`src/rtl/rq_pkg.sv`:
```
package rq_pkg;

  typedef enum logic [1:0] {
    ST_ASSERT = 2'd0,
    ST_HOLD   = 2'd1,
    ST_RUN    = 2'd2,
    ST_FAULT  = 2'd3
  } rq_state_t;

  // Convert a duration in ns to clock cycles at clk_khz, rounding up, minimum one.
  function automatic int unsigned ns_to_cyc(input longint unsigned clk_khz,
                                            input longint unsigned dur_ns);
    longint unsigned c;
    c = (clk_khz * dur_ns + 64'd999_999) / 64'd1_000_000;
    if (c == 0) c = 1;
    return c[31:0];
  endfunction

endpackage

```
`src/rtl/rq_sync.sv`:
```
module rq_sync #(
  parameter int unsigned STAGES = 2
) (
  input  logic clk,
  input  logic arst_n,
  input  logic d,
  output logic q
);
  logic [STAGES-1:0] chain;

  always_ff @(posedge clk or negedge arst_n) begin
    if (!arst_n) chain <= '0;
    else         chain <= {chain[STAGES-2:0], d};
  end

  assign q = chain[STAGES-1];
endmodule

```
`src/rtl/rq_satcnt.sv`:
```
module rq_satcnt #(
  parameter int unsigned LIMIT = 4,
  localparam int unsigned W = $clog2(LIMIT + 1)
) (
  input  logic         clk,
  input  logic         arst_n,
  input  logic         clr,
  input  logic         inc,
  output logic [W-1:0] q,
  output logic         at_limit
);
  assign at_limit = (q == W'(LIMIT));

  always_ff @(posedge clk or negedge arst_n) begin
    if (!arst_n)                q <= '0;
    else if (clr)               q <= '0;
    else if (inc && !at_limit)  q <= q + 1'b1;
  end
endmodule

```
`src/rtl/rq_fsm.sv`:
```
module rq_fsm
  import rq_pkg::*;
#(
  parameter int unsigned CW       = 8,
  parameter int unsigned POR_CYC  = 100,
  parameter int unsigned WARM_CYC = 8
) (
  input  logic          clk,
  input  logic          arst_n,
  input  logic          rst_s_n,
  input  logic [CW-1:0] wcnt,
  input  logic          hold_last,
  output logic          in_hold,
  output logic          ready,
  output logic          err,
  output logic          pulse
);
  rq_state_t     state;
  logic          por_pend;
  logic [CW-1:0] need;
  logic          wide_ok;

  assign need    = por_pend ? CW'(POR_CYC) : CW'(WARM_CYC);
  assign wide_ok = (wcnt >= need);
  assign in_hold = (state == ST_HOLD);
  assign ready   = (state == ST_RUN);

  always_ff @(posedge clk or negedge arst_n) begin
    if (!arst_n) begin
      state    <= ST_ASSERT;
      por_pend <= 1'b1;
      err      <= 1'b0;
      pulse    <= 1'b0;
    end else begin
      pulse <= 1'b0;
      unique case (state)
        ST_ASSERT: if (rst_s_n) begin
          pulse <= 1'b1;
          if (wide_ok) begin
            state    <= ST_HOLD;
            err      <= 1'b0;
            por_pend <= 1'b0;
          end else begin
            state <= ST_FAULT;
            err   <= 1'b1;
          end
        end
        ST_HOLD: begin
          if (!rst_s_n)       state <= ST_ASSERT;
          else if (hold_last) state <= ST_RUN;
        end
        ST_RUN, ST_FAULT: if (!rst_s_n) state <= ST_ASSERT;
        default: state <= ST_ASSERT;
      endcase
    end
  end
endmodule

```
`src/rtl/rst_qual_gate.sv`:
```
module rst_qual_gate #(
  parameter int unsigned CLK_KHZ = 50_000,
  parameter int unsigned POR_NS  = 1_000_000,
  parameter int unsigned WARM_NS = 150,
  parameter int unsigned HOLD_NS = 120,
  parameter int unsigned EE_NS   = 5_000_000
) (
  input  logic clk,
  input  logic pwr_good,
  input  logic rst_req_n,
  input  logic vdd_low,
  output logic ready,
  output logic eeprom_wr_enable,
  output logic flash_wr_enable,
  output logic mem_mode_rst,
  output logic short_err
);
  import rq_pkg::*;

  localparam int unsigned POR_CYC  = ns_to_cyc(CLK_KHZ, POR_NS);
  localparam int unsigned WARM_CYC = ns_to_cyc(CLK_KHZ, WARM_NS);
  localparam int unsigned HOLD_CYC = ns_to_cyc(CLK_KHZ, HOLD_NS);
  localparam int unsigned EE_CYC   = ns_to_cyc(CLK_KHZ, EE_NS);
  localparam int unsigned WMAX     = (POR_CYC > WARM_CYC) ? POR_CYC : WARM_CYC;
  localparam int unsigned CW       = $clog2(WMAX + 1);
  localparam int unsigned HW       = $clog2(HOLD_CYC + 1);
  localparam int unsigned EW       = $clog2(EE_CYC + 1);

  logic          rst_s_n;
  logic [CW-1:0] wcnt;
  logic          wcnt_full;
  logic [HW-1:0] hcnt;
  logic          hcnt_full;
  logic [EW-1:0] ecnt;
  logic          ee_open;
  logic          in_hold;
  logic          hold_last;

  rq_sync #(.STAGES(2)) u_sync (
    .clk(clk), .arst_n(pwr_good), .d(rst_req_n), .q(rst_s_n)
  );

  // Consecutive low samples of the synchronised request.
  rq_satcnt #(.LIMIT(WMAX)) u_width (
    .clk(clk), .arst_n(pwr_good), .clr(rst_s_n), .inc(!rst_s_n),
    .q(wcnt), .at_limit(wcnt_full)
  );

  // Recovery interval after an accepted release.
  rq_satcnt #(.LIMIT(HOLD_CYC)) u_hold (
    .clk(clk), .arst_n(pwr_good), .clr(!in_hold), .inc(in_hold),
    .q(hcnt), .at_limit(hcnt_full)
  );
  assign hold_last = (hcnt == HW'(HOLD_CYC - 1));

  // EEPROM lockout, free running from power-good only.
  rq_satcnt #(.LIMIT(EE_CYC)) u_ee (
    .clk(clk), .arst_n(pwr_good), .clr(1'b0), .inc(1'b1),
    .q(ecnt), .at_limit(ee_open)
  );

  rq_fsm #(.CW(CW), .POR_CYC(POR_CYC), .WARM_CYC(WARM_CYC)) u_fsm (
    .clk(clk), .arst_n(pwr_good), .rst_s_n(rst_s_n), .wcnt(wcnt),
    .hold_last(hold_last), .in_hold(in_hold), .ready(ready),
    .err(short_err), .pulse(mem_mode_rst)
  );

  assign eeprom_wr_enable = ready & ee_open;
  assign flash_wr_enable  = ready & ~vdd_low;
endmodule

```
`config.mk`:
```
export PLATFORM = sky130hd
export DESIGN_NAME = rst_qual_gate
export DESIGN_NICKNAME = d
export VERILOG_FILES = /design/src/rtl/rq_pkg.sv /design/src/rtl/rq_sync.sv /design/src/rtl/rq_satcnt.sv /design/src/rtl/rq_fsm.sv /design/src/rtl/rst_qual_gate.sv
export SDC_FILE = /design/constraint.sdc
export NUM_CORES = 1
export LEC_CHECK = 0
export ABC_CLOCK_PERIOD_IN_PS = 1860
export BUFFER_PORTS_ARGS = -buffer_cell sky130_fd_sc_hd__buf_4
export CAP_MARGIN = 20
export CELL_PAD_IN_SITES_DETAIL_PLACEMENT = 1
export CELL_PAD_IN_SITES_GLOBAL_PLACEMENT = 1
export CORE_ASPECT_RATIO = 0.8
export CORE_MARGIN = 3
export CORE_UTILIZATION = 44
export DETAILED_ROUTE_END_ITERATION = 16
export PLACE_DENSITY = 0.79
export SLEW_MARGIN = 20
export SYNTH_ARGS = -nofsm -noshare
export SYNTH_HDL_FRONTEND = slang
export SYNTH_SLANG_ARGS = --single-unit
```
`constraint.sdc`:
```
create_clock -name clk -period 1.86 [get_ports clk]
set_input_delay 0.186 -clock clk [delete_from_list [all_inputs] [get_ports clk]]
set_output_delay 0.186 -clock clk [all_outputs]
set_load 0.01 [all_outputs]
```
---- Word level (Yosys, flattened, before mapping) ----
Cells that the tools add are included.
word-level totals
  register bits after elaboration ......... 44
  input bits .............................. 4
  output and inout port bits .............. 5
  word-level logic and storage cells ...... 51
cells by class
  add/subtract/negate cells ............... 3
  order comparisons ....................... 1
  eq/ne operators ......................... 11
  multiplexer cells ....................... 14
  bitwise operators ....................... 3
  reduce and logical (&&, ||, !) cells .... 11
operators with widths
  kind                   count
  $mux 16                3
  $add 18x1->18 const B  1
  $eq 18x18->1 const B   1
  $add 16x1->16 const B  1
  $eq 16x16->1 const B   1
  $ge 16x16->1           1
  $mux 2                 5
  $eq 3x3->1 const B     2
  $mux 3                 2
  $ne 2x2->1 const B     3
  $pmux 2 s3             1
  $reduce_and 3->1       2
  $eq 2x2->1 const B     2
  $add 3x1->3 const B    1
  $logic_not 1->1        3
  $mux 1                 3
  $ne 3x3->1 const B     1
  $and 1x1->1            2
  $eq 2x1->1 const B     1
  $logic_and 1x1->1      2
  $logic_not 2->1        1
  $reduce_and 2->1       1
  $reduce_bool 2->1      1
  $reduce_or 2->1        1
  $not 1->1              1

---- Depth between registers and ports, before layout ----
Gate-level depths: netlist of the first run.
  depth in word-level cells ............... 5
  gate-level depth with buffers ........... 6
  depth with buffers taken out ............ 6

---- By module ----
A second synthesis of the first run with hierarchy kept.
second synthesis, totals
  cell total of the unflattened synthesis .. 271
  area total of the unflattened synthesis .. 2648.8 um^2
modules (own cells, without submodules)
  module                times used  cells an instance  area each (um^2)  sequential area each (um^2)
  rq_satcnt at u_ee     1           105                1036.0            450.4
  rq_satcnt at u_width  1           99                 954.7             400.4
  rq_fsm                1           41                 386.6             126.4
  rq_satcnt at u_hold   1           17                 185.2             75.1
  rq_sync               1           2                  50.0              50.0
  rst_qual_gate         1           7                  36.3              0.0

---- Worst setup path before layout of the first run ----
Ideal clock, no wire load.
  kind .................................... reg2reg
  start ................................... reg u_fsm.por_pend
  end ..................................... reg u_fsm.state[1]
  arrival time ............................ 1672 ps
  required time ........................... 1721 ps
  slack ................................... 49 ps
  stages on the path, launching flop included .. 7
  buffers on the path ..................... 0
  period minus slack after synthesis ...... 1811 ps
  path through ............................ dfstp_2 > inv_1 > ha_1 > nand3b_1 > a211o_1 > a311oi_1 > o21ai_0
between the ends
  longest elaborated chain between the ends .. 5
ends and longest elaborated chain
  item                    RTL line      text
  from (decl)             rq_fsm.sv:19  logic por_pend;
  from (signal assigned)  rq_fsm.sv:31  por_pend <= 1'b1;
  from (signal assigned)  rq_fsm.sv:42  por_pend <= 1'b0;
  $mux 16                 rq_fsm.sv:23  assign need = por_pend ? CW'(POR_CYC) : CW'(WARM_CYC);
  $ge 16x16->1            rq_fsm.sv:24  assign wide_ok = (wcnt >= need);
  $mux 2                  rq_fsm.sv:39  if (wide_ok) begin
  $mux 2                  rq_fsm.sv:37  ST_ASSERT: if (rst_s_n) begin
  $pmux 2 s3              rq_fsm.sv:36  unique case (state)
  to (signal assigned)    rq_fsm.sv:30  state <= ST_ASSERT;
  to (signal assigned)    rq_fsm.sv:40  state <= ST_HOLD;
  to (signal assigned)    rq_fsm.sv:44  state <= ST_FAULT;
  to (decl)               rq_fsm.sv:18  rq_state_t state;
Every way passes these cells. The select of a mux whose other input is x is not followed.
A chain may end at the register's enable or synchronous reset.

---- Final worst setup path of the first run ----
  start ................................... reg u_fsm.por_pend
  end ..................................... reg u_fsm.err
between the ends
  longest elaborated chain between the ends .. 3
ends and longest elaborated chain
  item                  RTL line      text
  $mux 16               rq_fsm.sv:23
  $ge 16x16->1          rq_fsm.sv:24
  $mux 1                rq_fsm.sv:39
  to (signal assigned)  rq_fsm.sv:32  err <= 1'b0;
  to (signal assigned)  rq_fsm.sv:41  err <= 1'b0;
  to (signal assigned)  rq_fsm.sv:45  err <= 1'b1;
  to (decl)             rq_fsm.sv:15  output logic err,
Every way passes these cells.

==> results of run 1 <==
-- power by group --
part / switching, uW / leakage, uW / internal, uW / total (uW)
combinational: 70.7 / 0.000586 / 50.2 / 121
sequential: 17.8 / 0.000582 / 978 / 996
clock: 332 / 0.0000510 / 297 / 629
total: 421 / 0.00122 / 1320 / 1750
-- repair_timing --
item / 4_1_cts / 5_1_grt
endpoints found under the setup margin: 4 / 5
hold buffers: 2 / 0
buffers inserted: 0 / 2
pin swaps: 0 / 4
resized for setup: 3 / 7
gates cloned: 0 / 0
endpoints found under the hold margin: 44 / 0
-- flip-flops by register name, summed over array words and instances, names as in the netlist --
signal / cells
u_width.q: 16
u_fsm.state: 2
u_ee.q: 18
u_fsm.por_pend: 1
u_fsm.err: 1
u_hold.q: 3
u_sync.chain: 2
u_fsm.pulse: 1
-- worst paths after layout --
kind / from / endpoint / slack (ps) / cells after the start
setup / recovery: u_fsm.por_pend / u_fsm.err / -120 / 6
min in group asynchronous: pwr_good / u_width.q[3] / 400 / 2
hold reg to reg: u_sync.chain[0] / u_sync.chain[1] / 360 / 0
setup reg to reg: u_fsm.por_pend / u_fsm.err / -120 / 6
hold / removal: u_sync.chain[0] / u_sync.chain[1] / 360 / 0
max in group asynchronous: pwr_good / u_ee.q[12] / 1060 / 2
-- routing by layer --
layer / wire length, um / share of wire
met5: 0 / 0
met1: 2428 / 0.48
met3: 131 / 0.026
met2: 2474 / 0.48
met4: 69 / 0.014
-- cells by family (layout without fill, tap and decap cells) --
family / Yosys count / after routing
AOI/OAI and AO/OA: 21 / 21
xor gates and xnor gates: 26 / 26
adders and majority gates: 14 / 14
and+or+nand+nor: 97 / 97
DFF: 44 / 44
buffers and inverters: 19 / 43
muxes: 4 / 4
-- synthesized netlist by cell type, types with 2 or more instances --
| library cell | count |
|---|---|
| sky130_fd_sc_hd__or3_1 | 3 |
| sky130_fd_sc_hd__nand3_1 | 15 |
| sky130_fd_sc_hd__nor3_1 | 3 |
| sky130_fd_sc_hd__and2_1 | 2 |
| sky130_fd_sc_hd__ha_1 | 14 |
| sky130_fd_sc_hd__nand2_1 | 19 |
| sky130_fd_sc_hd__xor2_1 | 6 |
| sky130_fd_sc_hd__nand4_1 | 6 |
| sky130_fd_sc_hd__and4_1 | 5 |
| sky130_fd_sc_hd__nor2b_1 | 2 |
| sky130_fd_sc_hd__mux2_2 | 3 |
| sky130_fd_sc_hd__nor2_1 | 22 |
| sky130_fd_sc_hd__a211o_1 | 2 |
| sky130_fd_sc_hd__inv_1 | 14 |
| sky130_fd_sc_hd__dfrtp_1 | 43 |
| sky130_fd_sc_hd__a21oi_1 | 6 |
| sky130_fd_sc_hd__o21ai_0 | 7 |
| sky130_fd_sc_hd__xnor2_1 | 20 |
| sky130_fd_sc_hd__nor4b_1 | 2 |
| sky130_fd_sc_hd__clkbuf_1 | 4 |
| sky130_fd_sc_hd__o41ai_1 | 2 |
| sky130_fd_sc_hd__and3_1 | 8 |
| sky130_fd_sc_hd__nand2b_1 | 2 |
-- critical path: stages (launching register included) --
cell	delay (ps)
sky130_fd_sc_hd__dfstp_2	560
sky130_fd_sc_hd__clkinvlp_4	160
sky130_fd_sc_hd__ha_1	330
sky130_fd_sc_hd__nand2_1	60
sky130_fd_sc_hd__a211o_1	290
sky130_fd_sc_hd__a311oi_4	330
sky130_fd_sc_hd__o41ai_1	120
-- layout make-up --
type,instances,area share
timing repair buffer,21,0.06106
inverter,14,0.02114
clock buffer,6,0.03100
multi-input combinational,162,0.4411
sequential,44,0.4138
clock inverter,2,0.003758
tap,60,0.02818
-- metrics by stage --
step | total power (uW) | worst slack, ps
5_1_grt | 1846 | -199.3
3_3_place_gp | 1132 | -60.40
2_1_floorplan | 1070 | 48.86
6_report | 1745 | -119.1
3_5_place_dp | 1135 | -170.6
4_1_cts | 1777 | -111.7
-- placed cells by master (no fill, tap or decap), types with 2 or more instances in the layout --
cell / Yosys / routed
sky130_fd_sc_hd__a211o_1: 2 / 2
sky130_fd_sc_hd__a21oi_1: 6 / 6
sky130_fd_sc_hd__and2_1: 2 / 2
sky130_fd_sc_hd__and3_1: 8 / 8
sky130_fd_sc_hd__and4_1: 5 / 5
sky130_fd_sc_hd__buf_4: 0 / 19
sky130_fd_sc_hd__clkbuf_8: 0 / 6
sky130_fd_sc_hd__clkinv_2: 0 / 2
sky130_fd_sc_hd__dfrtp_1: 43 / 43
sky130_fd_sc_hd__dlygate4sd3_1: 0 / 2
sky130_fd_sc_hd__ha_1: 14 / 14
sky130_fd_sc_hd__inv_1: 14 / 13
sky130_fd_sc_hd__mux2_2: 3 / 3
sky130_fd_sc_hd__nand2_1: 19 / 19
sky130_fd_sc_hd__nand2b_1: 2 / 2
sky130_fd_sc_hd__nand3_1: 15 / 15
sky130_fd_sc_hd__nand4_1: 6 / 6
sky130_fd_sc_hd__nor2_1: 22 / 22
sky130_fd_sc_hd__nor2b_1: 2 / 2
sky130_fd_sc_hd__nor3_1: 3 / 2
sky130_fd_sc_hd__o21ai_0: 7 / 6
sky130_fd_sc_hd__or3_1: 3 / 3
sky130_fd_sc_hd__xnor2_1: 20 / 20
sky130_fd_sc_hd__xor2_1: 6 / 6
==> Flow_metrics.wiki, run 1 <==
{| class="wikitable"
! Metric !! Value
|-
| Ratio of cells with drive above 1 in the final layout || 0.1727
|-
| Final Util || 0.5530
|-
| Worst setup margin || -119.1 ps
|-
| CTS Buf Count || 5
|-
| Maximum frequency from static timing analysis || 505.3 MHz
|-
| Total I/O pin count || 9
|-
| Share of the synthesized area in compound gates (AO/OA/AOI/OAI) || 0.05825
|-
| Final ANT Viol Nets || 0
|-
| Final setup violating endpoints || 3
|-
| Post-Synth Adder-Cell Area || 0.07621
|-
| Arrival @ worst endpoint || 2170 ps
|-
| Final number of max-transition violations || 0
|-
| Number of synthesized flops with an enable pin || 0
|-
| Share of synthesized registers carrying an async set or reset || 1.000
|-
| Global-route wire length before repair || 8.804 mm
|-
| Vias per inst || ~5.5
|-
| First-iteration detailed-routing DRC count || 87
|-
| Register Area || 1102 um2
|-
| Ratio of final minimum period to clock period || 1.064
|-
| Post-Syn Instances || 225
|-
| Number of violations of the max-capacitance limit || 0
|-
| Top area cells in the synthesized netlist || sky130_fd_sc_hd__dfrtp_1 47%, sky130_fd_sc_hd__ha_1 7.6%, sky130_fd_sc_hd__xnor2_1 7.6%
|-
| Wirelength per Cell || 16.52 um
|-
| Total Nets Final || 266
|-
| Total wire length || slightly above 5 mm
|-
| Relative area change from synthesis to final layout || 15.90%
|-
| Number of sinks driven by the clock tree || 44
|-
| Drt first pass iters || 4
|-
| Area occupied by multi-input gates || 1175 um2
|-
| # port buffers || 8
|-
| Synth Area in XOR/XNOR || 0.09907
|-
| Layout fillers || 547
|-
| Fin area || 2664 um2
|-
| Slew at the pin closest to its max-slew limit || between 500 and 600 ps
|-
| Clock root buffer || sky130_fd_sc_hd__clkbuf_8
|-
| Power Dens Cells || 655.3 nW/um2
|-
| Library cell occupying the most area in the post-synthesis netlist || sky130_fd_sc_hd__dfrtp_1
|-
| Category of the most critical setup path || reg -> reg
|-
| Synthesized net count || 243
|-
| Global-route track usage on met1 || 0.2373
|-
| Global placer's final weighted congestion || just under 0.8
|-
| Total congestion overflow after global routing || 0
|-
| Post-synth top area share || 0.4682
|-
| Failing checks || negative setup slack
|-
| RSZ-0062 raised after global routing || yes
|-
| DRC Markers || 0
|-
| Pin count of the biggest net entering global routing || 45
|-
| Clock network latency to the later pin of the worst-skew pair || 300 ps
|-
| Run status || finished with violations
|-
| Startpoint type of the worst setup path || flip-flop
|-
| Setup tns final || -286.7 ps
|-
| Global route hottest layer || met2
|-
| Cell Area, Synth || 2298 um2
|-
| Level count of the clock H-tree || 2
|-
| Number of global-route vias before repair || 1804
|-
| Clock Pin Slew Worst Setup and Hold Paths || 80 ps
|-
| Final non-filler cell total || just over 300
|-
| Vias after detailed routing || 1691
|-
| Post-Route Skew || about 9.5 ps
|-
| Min cycle time layout || 1979 ps
|-
| Met3 track demand over resource in global routing || 0.05471
|-
| CP required || 2050 ps
|-
| Initial Util || 0.4771
|-
| Met2 GRT Util || 0.2991
|-
| Area share of and/or/nand/nor cells after synthesis || 0.2335
|-
| GRT Total Usage || 0.1844
|-
| Die extent in y || 70.65 um
|-
| Die ar. || 6132 um2
|-
| Maximum ir drop on the vdd rail || 0.3759 mV
|-
| Die outline width || 86.81 um
|-
| Primary FF master, synth || sky130_fd_sc_hd__dfrtp_1
|-
| Post-Route Hold Slack || about 360 ps
|-
| Worst-path fanout max || 7
|-
| Main combinational cell family by area after synthesis || simple AND/OR/NAND/NOR gates
|-
| Placed Area || 2475 um2
|-
| Antenna violations before repair || 0
|-
| Share of synthesized area spent on multiplexers || 0.01905
|-
| Sequential-to-total area share from yosys stat || 0.4796
|-
| Ant diodes || 0
|-
| Seq cells post-synth || 44
|-
| Core area || 4817 um2
|-
| CTS tree || built
|-
| Synth cell types || 38
|-
| Class of the tightest hold or removal check || reg -> reg
|-
| Category of the worst setup path capture point || flip-flop
|-
| HPWL Detailed || between 3 and 4 mm
|-
| Largest buffer count on any clock path || 2
|-
| Number of rows created at floorplan || 22
|-
| Worst slew slack as a fraction of its limit || 0.6268
|-
| Static leakage power || 0.001219 uW
|-
| Placed Instances || 297
|-
| Final-report hold violation count || 0
|-
| Syn. warnings || 0
|-
| Average cell area after synthesis || about 10 um2
|}
Note: power is estimated with default switching activity, not from simulation.
==> inputs of run 2 (changes only) <==
==> constraint.sdc (replaced) <==
create_clock -name clk -period 1.86 [get_ports clk]
set_input_delay 0.372 -clock clk [delete_from_list [all_inputs] [get_ports clk]]
set_output_delay 0.372 -clock clk [all_outputs]
set_load 0.01 [all_outputs]
==> Flow_metrics.wiki, run 2 (synthesis gave the netlist of run 1 again) <==
{| class="wikitable"
! Metric !! Value
|-
| Total congestion overflow after global routing || 0 (unchanged)
|-
| Cell family with most CP delay || compound AO/OA/AOI/OAI gates (unchanged)
|-
| Reg2Reg Capture Point || u_fsm.err (unchanged)
|-
| Die outline width || 86.81 um (unchanged)
|-
| Category of the most critical setup path || reg -> reg (unchanged)
|-
| Core area || 4817 um2 (unchanged)
|-
| Antenna violations before repair || 0 (unchanged)
|-
| Vias after detailed routing || 1684 (was 1691)
|-
| Setup slack of the most critical reg-to-reg path || -110 ps (was -120 ps)
|-
| Failing checks || negative setup slack (unchanged)
|-
| Number of cell instances on the worst register-to-register path || 6 (unchanged)
|-
| Min cycle time layout || 1972 ps (was 1979 ps)
|-
| Final ANT Viol Nets || 0 (unchanged)
|-
| DRC Markers || 0 (unchanged)
|-
| Worst-path fanout max || 7 (unchanged)
|-
| First-iteration detailed-routing DRC count || 91 (was 87)
|-
| Static leakage power || 0.001225 uW (was 0.001219 uW)
|-
| Global placer's final weighted congestion || 0.7945 (unchanged)
|-
| Post-Route Skew || 11.98 ps (was 9.481 ps)
|-
| Drt first pass iters || 4 (unchanged)
|-
| Setup tns final || -302.9 ps (was -286.7 ps)
|-
| RSZ-0062 raised after global routing || yes (unchanged)
|-
| Startpoint type of the worst setup path || flip-flop (unchanged)
|-
| Placed Instances || 297 (unchanged)
|-
| Ratio of final minimum period to clock period || 1.060 (was 1.064)
|-
| Switching part of the total || 0.2408 (was 0.2409)
|-
| Wirelength per Cell || 16.31 um (was 16.52 um)
|-
| Longest individual stage delay on the worst path || 560 ps (about the same)
|-
| Internal power consumption || 1322 uW (was 1325 uW)
|-
| Arrival @ worst endpoint || 2160 ps (was 2170 ps)
|-
| Pin count of the biggest net entering global routing || 45 (unchanged)
|-
| Total wire length || 5.055 mm (was 5.104 mm)
|-
| Layout fillers || 549 (was 547)
|-
| Biggest register || u_ee.q (unchanged)
|-
| Largest buffer count on any clock path || 2 (unchanged)
|-
| Die ar. || 6132 um2 (unchanged)
|-
| Total Nets Final || 267 (was 266)
|-
| Most common library cell in the layout ignoring fill and taps || sky130_fd_sc_hd__dfrtp_1 (unchanged)
|-
| Power share of the sequential group || 0.572 (was 0.571)
|-
| CTS Buf Count || 5 (unchanged)
|-
| Chain of cells forming the critical path || clkinvlp_4 > ha_1 > nand2_1 > a211o_1 > a311oi_4 > o41ai_1 (unchanged)
|-
| Switching power summed over all nets || 419.5 uW (was 420.5 uW)
|-
| Run status || finished with violations (unchanged)
|-
| Category of the worst setup path capture point || flip-flop (unchanged)
|-
| Final non-filler cell total || 310 (was 309)
|-
| Worst slew slack as a fraction of its limit || 0.6293 (was 0.6268)
|-
| Maximum ir drop on the vdd rail || 0.3768 mV (was 0.3759 mV)
|-
| CP required || 2050 ps (about the same)
|-
| Clk pwr share || 0.361 (was 0.360)
|-
| Final setup violating endpoints || 4 (was 3)
|-
| CTS tree || built (unchanged)
|-
| Worst setup margin || -112.4 ps (was -119.1 ps)
|-
| Ant diodes || 0 (unchanged)
|-
| Class of the tightest hold or removal check || in -> async (was reg -> reg)
|-
| Relative area change from synthesis to final layout || 16.28% (was 15.90%)
|-
| Final number of max-transition violations || 0 (unchanged)
|-
| Flip-flop count of the largest register after layout || 18 (unchanged)
|-
| Level count of the clock H-tree || 2 (unchanged)
|-
| Maximum frequency from static timing analysis || 507.0 MHz (was 505.3 MHz)
|-
| # port buffers || 8 (unchanged)
|-
| HPWL Detailed || 3.570 mm (unchanged)
|-
| Clock Pin Slew Worst Setup and Hold Paths || 90 ps (was 80 ps)
|-
| Leading registers by flop count || u_ee.q (18), u_width.q (16), u_hold.q (3) (unchanged)
|-
| Final-report hold violation count || 0 (unchanged)
|-
| Ratio of cells with drive above 1 in the final layout || 0.1920 (was 0.1727)
|-
| Die extent in y || 70.65 um (unchanged)
|-
| Clock root buffer || sky130_fd_sc_hd__clkbuf_8 (unchanged)
|-
| Number of sinks driven by the clock tree || 44 (unchanged)
|-
| Worst R2R Start || u_fsm.por_pend (unchanged)
|-
| Highest-count cells in the layout ignoring fill and taps || 42 x sky130_fd_sc_hd__dfrtp_1, 22 x sky130_fd_sc_hd__nor2_1, 22 x sky130_fd_sc_hd__buf_4 (was 43 x sky130_fd_sc_hd__dfrtp_1, 22 x sky130_fd_sc_hd__nor2_1, 20 x sky130_fd_sc_hd__xnor2_1)
|-
| Vias per inst || 5.432 (was 5.472)
|-
| Total I/O pin count || 9 (unchanged)
|-
| Clock network latency to the later pin of the worst-skew pair || 300 ps (about the same)
|-
| Slew at the pin closest to its max-slew limit || 556.0 ps (was 559.8 ps)
|-
| GRT Total Usage || 0.1866 (was 0.1844)
|-
| Highest-delay cell along the critical path || sky130_fd_sc_hd__dfstp_2 (unchanged)
|-
| Worst path bufs/invs || 1 (unchanged)
|-
| Number of rows created at floorplan || 22 (unchanged)
|-
| Number of global-route vias before repair || 1816 (was 1804)
|-
| Number of violations of the max-capacitance limit || 0 (unchanged)
|-
| Combinational group share of total power || 0.068 (was 0.069)
|-
| Power Dens Cells || 651.7 nW/um2 (was 655.3 nW/um2)
|-
| Global-route wire length before repair || 8.901 mm (was 8.804 mm)
|-
| Initial Util || 0.4771 (unchanged)
|}
[run 2: cell type report]
cell class,count,area [um2],share of cell area
repair buffers,22,165.2,0.06180
multi-input cells,162,1180,0.4415
clock buffers,6,82.58,0.03090
clock inverters,2,10.01,0.003745
well taps,60,75.07,0.02809
inverters,14,56.30,0.02107
flip-flops and latches,44,1104,0.4129
[run 2: worst max-delay path by stage]
stage | slack (ps) | to | start | cells past startpoint
after floorplan | 50 | u_fsm.state[1] | u_fsm.por_pend | 6
after global placement | -60 | u_fsm.state[1] | u_fsm.por_pend | 6
after detailed placement | -170 | u_fsm.state[1] | u_fsm.por_pend | 6
after CTS | -110 | u_fsm.state[1] | u_fsm.por_pend | 6
after global routing | -200 | u_fsm.state[1] | u_fsm.por_pend | 6
final | -110 | u_fsm.err | u_fsm.por_pend | 6
[run 2: per-stage QoR]
stage	instance area, um2	hold WS, ps	worst slack (ps)	utilization	power [uW]
floorplan	2298	76.41	48.86	-	1070
global placement	2475	334.1	-60.40	0.5138	1132
detailed placement	2475	348.4	-170.6	0.5138	1135
CTS	2613	64.61	-111.7	0.5423	1774
global route	2673	77.92	-199.3	0.5548	1842
finish	2673	46.69	-112.4	0.5548	1742
[run 2: what timing repair did]
action	4_1_cts	5_1_grt
buffers inserted	0	5
pin swaps	2	5
resized for setup	7	5
hold buffers	0	0
setup endpoints to repair	4	5
[run 2: power by group through the flow]
| stage | Clock [uW] | Combinational, uW | Sequential (uW) |
|---|---|---|---|
| after floorplan | 0 | 54.0 | 1020 |
| after global placement | 0 | 118 | 1010 |
| after detailed placement | 0 | 119 | 1020 |
| after CTS | 658 | 121 | 996 |
| after global routing | 707 | 136 | 1000 |
| final | 628 | 118 | 996 |
[run 2: layer usage]
metal,global-route usage,share of wire
met1,0.2395,0.48
met2,0.3024,0.48
met3,0.05471,0.028
met4,0.05882,0.014
met5,0,0
==> inputs of run 3 (changes only) <==
Settings changed: SYNTH_HIERARCHICAL from default to 1.
==> Flow_metrics.wiki, run 3 <==
{| class="wikitable"
! Metric !! Value
|-
| Ratio of final minimum period to clock period || 1.190 (was 1.060)
|-
| RSZ-0062 raised after global routing || yes (unchanged)
|-
| Arrival @ worst endpoint || 1840 ps (was 2160 ps)
|-
| Min cycle time layout || 2213 ps (was 1972 ps)
|-
| Total I/O pin count || 9 (unchanged)
|-
| Die outline width || 92.50 um (was 86.81 um)
|-
| CP required || 1490 ps (was 2050 ps)
|-
| Power share of the sequential group || 0.512 (was 0.572)
|-
| Leading registers by flop count || u_ee/q (18), u_width/q (16), u_hold/q (3) (was u_ee.q (18), u_width.q (16), u_hold.q (3))
|-
| Core area || 5615 um2 (was 4817 um2)
|-
| Average cell area after synthesis || 9.791 um2 (was 10.22 um2)
|-
| Highest-count cells in the layout ignoring fill and taps || 42 x sky130_fd_sc_hd__dfrtp_1, 34 x sky130_fd_sc_hd__buf_4, 34 x sky130_fd_sc_hd__nor2_1 (was 42 x sky130_fd_sc_hd__dfrtp_1, 22 x sky130_fd_sc_hd__nor2_1, 22 x sky130_fd_sc_hd__buf_4)
|-
| Syn. warnings || 6 (was 0)
|-
| Pin count of the biggest net entering global routing || 45 (unchanged)
|-
| Vias per inst || 5.645 (was 5.432)
|-
| Clock Pin Slew Worst Setup and Hold Paths || 90 ps (about the same)
|-
| Power Dens Cells || 616.0 nW/um2 (was 651.7 nW/um2)
|-
| Final ANT Viol Nets || 0 (unchanged)
|-
| Switching power summed over all nets || 497.6 uW (was 419.5 uW)
|-
| Cell Area, Synth || 2634 um2 (was 2298 um2)
|-
| Post-Route Hold Slack || 49.74 ps (was 46.69 ps)
|-
| Number of violations of the max-capacitance limit || 0 (unchanged)
|-
| Drt first pass iters || 4 (unchanged)
|-
| Combinational group share of total power || 0.096 (was 0.068)
|-
| Category of the most critical setup path || reg -> out (was reg -> reg)
|-
| Placed Instances || 383 (was 297)
|-
| Worst setup timing slack at the placement stage || -276.8 ps (was -170.6 ps)
|-
| HPWL Detailed || 5.037 mm (was 3.570 mm)
|-
| Worst slew slack as a fraction of its limit || 0.6172 (was 0.6293)
|-
| Number of rows created at floorplan || 24 (was 22)
|-
| Ratio of cells with drive above 1 in the final layout || 0.2413 (was 0.1920)
|-
| Final Power || 1961 uW (was 1742 uW)
|-
| Maximum frequency from static timing analysis || 451.9 MHz (was 507.0 MHz)
|-
| Static leakage power || 0.001392 uW (was 0.001225 uW)
|-
| Worst setup margin || -352.8 ps (was -112.4 ps)
|-
| Category of the worst setup path capture point || output port (was flip-flop)
|-
| Total congestion overflow after global routing || 0 (unchanged)
|-
| Post-Route Skew || 10.06 ps (was 11.98 ps)
|-
| Flip-flop count of the largest register after layout || 18 (unchanged)
|-
| Clk pwr share || 0.392 (was 0.361)
|-
| Area occupied by multi-input gates || 1535 um2 (was 1180 um2)
|-
| Post-Syn Instances || 269 (was 225)
|-
| GRT Total Usage || 0.2132 (was 0.1866)
|-
| Failing checks || negative setup slack (unchanged)
|-
| Die ar. || 6956 um2 (was 6132 um2)
|-
| Number of sinks driven by the clock tree || 44 (unchanged)
|-
| Slew at the pin closest to its max-slew limit || 574.1 ps (was 556.0 ps)
|-
| Relative area change from synthesis to final layout || 20.86% (was 16.28%)
|-
| Vias after detailed routing || 2224 (was 1684)
|-
| Global-route wire length before repair || 11.54 mm (was 8.901 mm)
|-
| Startpoint type of the worst setup path || flip-flop (unchanged)
|-
| Total wire length || 7.163 mm (was 5.055 mm)
|-
| Maximum ir drop on the vdd rail || 0.2502 mV (was 0.3768 mV)
|-
| CTS Buf Count || 5 (unchanged)
|-
| Antenna violations before repair || 1 (was 0)
|-
| Final-report hold violation count || 0 (unchanged)
|-
| Most common library cell in the layout ignoring fill and taps || sky130_fd_sc_hd__dfrtp_1 (unchanged)
|-
| Final non-filler cell total || 394 (was 310)
|-
| Final number of max-transition violations || 0 (unchanged)
|-
| Register Area || 1104 um2 (unchanged)
|-
| Internal power consumption || 1463 uW (was 1322 uW)
|-
| First-iteration detailed-routing DRC count || 149 (was 91)
|-
| Number of global-route vias before repair || 2286 (was 1816)
|-
| Final setup violating endpoints || 4 (unchanged)
|-
| Die extent in y || 75.20 um (was 70.65 um)
|-
| DRC Markers || 0 (unchanged)
|-
| Level count of the clock H-tree || 2 (unchanged)
|-
| Initial Util || 0.4690 (was 0.4771)
|-
| Class of the tightest hold or removal check || in -> async (unchanged)
|-
| Clock root buffer || sky130_fd_sc_hd__clkbuf_8 (unchanged)
|-
| Layout fillers || 634 (was 549)
|-
| Wirelength per Cell || 18.18 um (was 16.31 um)
|-
| Clock network latency to the later pin of the worst-skew pair || 310 ps (was 300 ps)
|-
| Run status || finished with violations (unchanged)
|-
| Largest buffer count on any clock path || 2 (unchanged)
|-
| Worst-path fanout max || 2 (was 7)
|-
| Biggest register || u_ee/q (was u_ee.q)
|-
| Global placer's final weighted congestion || 0.8656 (was 0.7945)
|-
| # port buffers || 8 (unchanged)
|-
| Switching part of the total || 0.2538 (was 0.2408)
|-
| Setup tns final || -1016 ps (was -302.9 ps)
|-
| CTS tree || built (unchanged)
|-
| Total Nets Final || 331 (was 267)
|}
[run 3: power groups by stage]
stage	Sequential, uW	Clock [uW]	Combinational (uW)
2_1_floorplan	1020	0	83.8
4_1_cts	1000	798	178
6_report	1000	769	188
3_3_place_gp	1020	0	164
3_5_place_dp	1020	0	173
5_1_grt	1010	841	213
[run 3: layout make-up]
cell class                 count  share of cell area
clock inverter                 3             0.01454
multi-input combinational    212              0.4823
antenna                        1           0.0007862
tap                           78             0.03066
sequential                    44              0.3467
timing repair buffer          35             0.08373
inverter                      16             0.01965
clock buffer                   5             0.02162
[run 3: per-layer routing]
| metal | vias to the layer above | wire, um | track usage |
|---|---|---|---|
| li1 | 1046 | - | - |
| met1 | 1123 | 3341 | 0.2907 |
| met2 | 44 | 3460 | 0.3545 |
| met3 | 11 | 249 | 0.03197 |
| met4 | 0 | 111 | 0.06919 |
| met5 | - | 0 | 0 |
[run 3: path summary, 6_finish.rpt]
kind / endpoint / start / cells after the start / slack (ps)
worst max-delay path: eeprom_wr_enable / u_ee/q[10] / 5 / -350
worst min-delay path: u_fsm/state[0] / pwr_good / 1 / 50
worst max register to register: u_fsm/state[1] / u_fsm/por_pend / 6 / -250
worst min register to register: u_sync/chain[1] / u_sync/chain[0] / 0 / 370
max in group asynchronous: u_width/q[1] / pwr_good / 1 / 1380
min in group clk: u_sync/chain[0] / rst_req_n / 1 / 170
[run 3: what timing repair did]
item | in CTS | in global routing
setup buffers | 0 | 2
hold buffers | 0 | 0
setup endpoints to repair | 4 | 10
pin swaps | 0 | 3
resized for setup | 3 | 9
[run 3: through the flow]
step	cell area [um2]	util
after floorplan	2683	-
after global placement	2990	0.5325
after detailed placement	2990	0.5325
after CTS	3122	0.5559
after global routing	3183	0.5668
final	3183	0.5668
[run 3: worst max-delay path, stage by stage, from the launching register on]
cell	delay, ps
sky130_fd_sc_hd__dfrtp_1	390
sky130_fd_sc_hd__or4b_4	550
sky130_fd_sc_hd__nor3_4	190
sky130_fd_sc_hd__and2_4	190
sky130_fd_sc_hd__and2_4	130
sky130_fd_sc_hd__buf_6	90
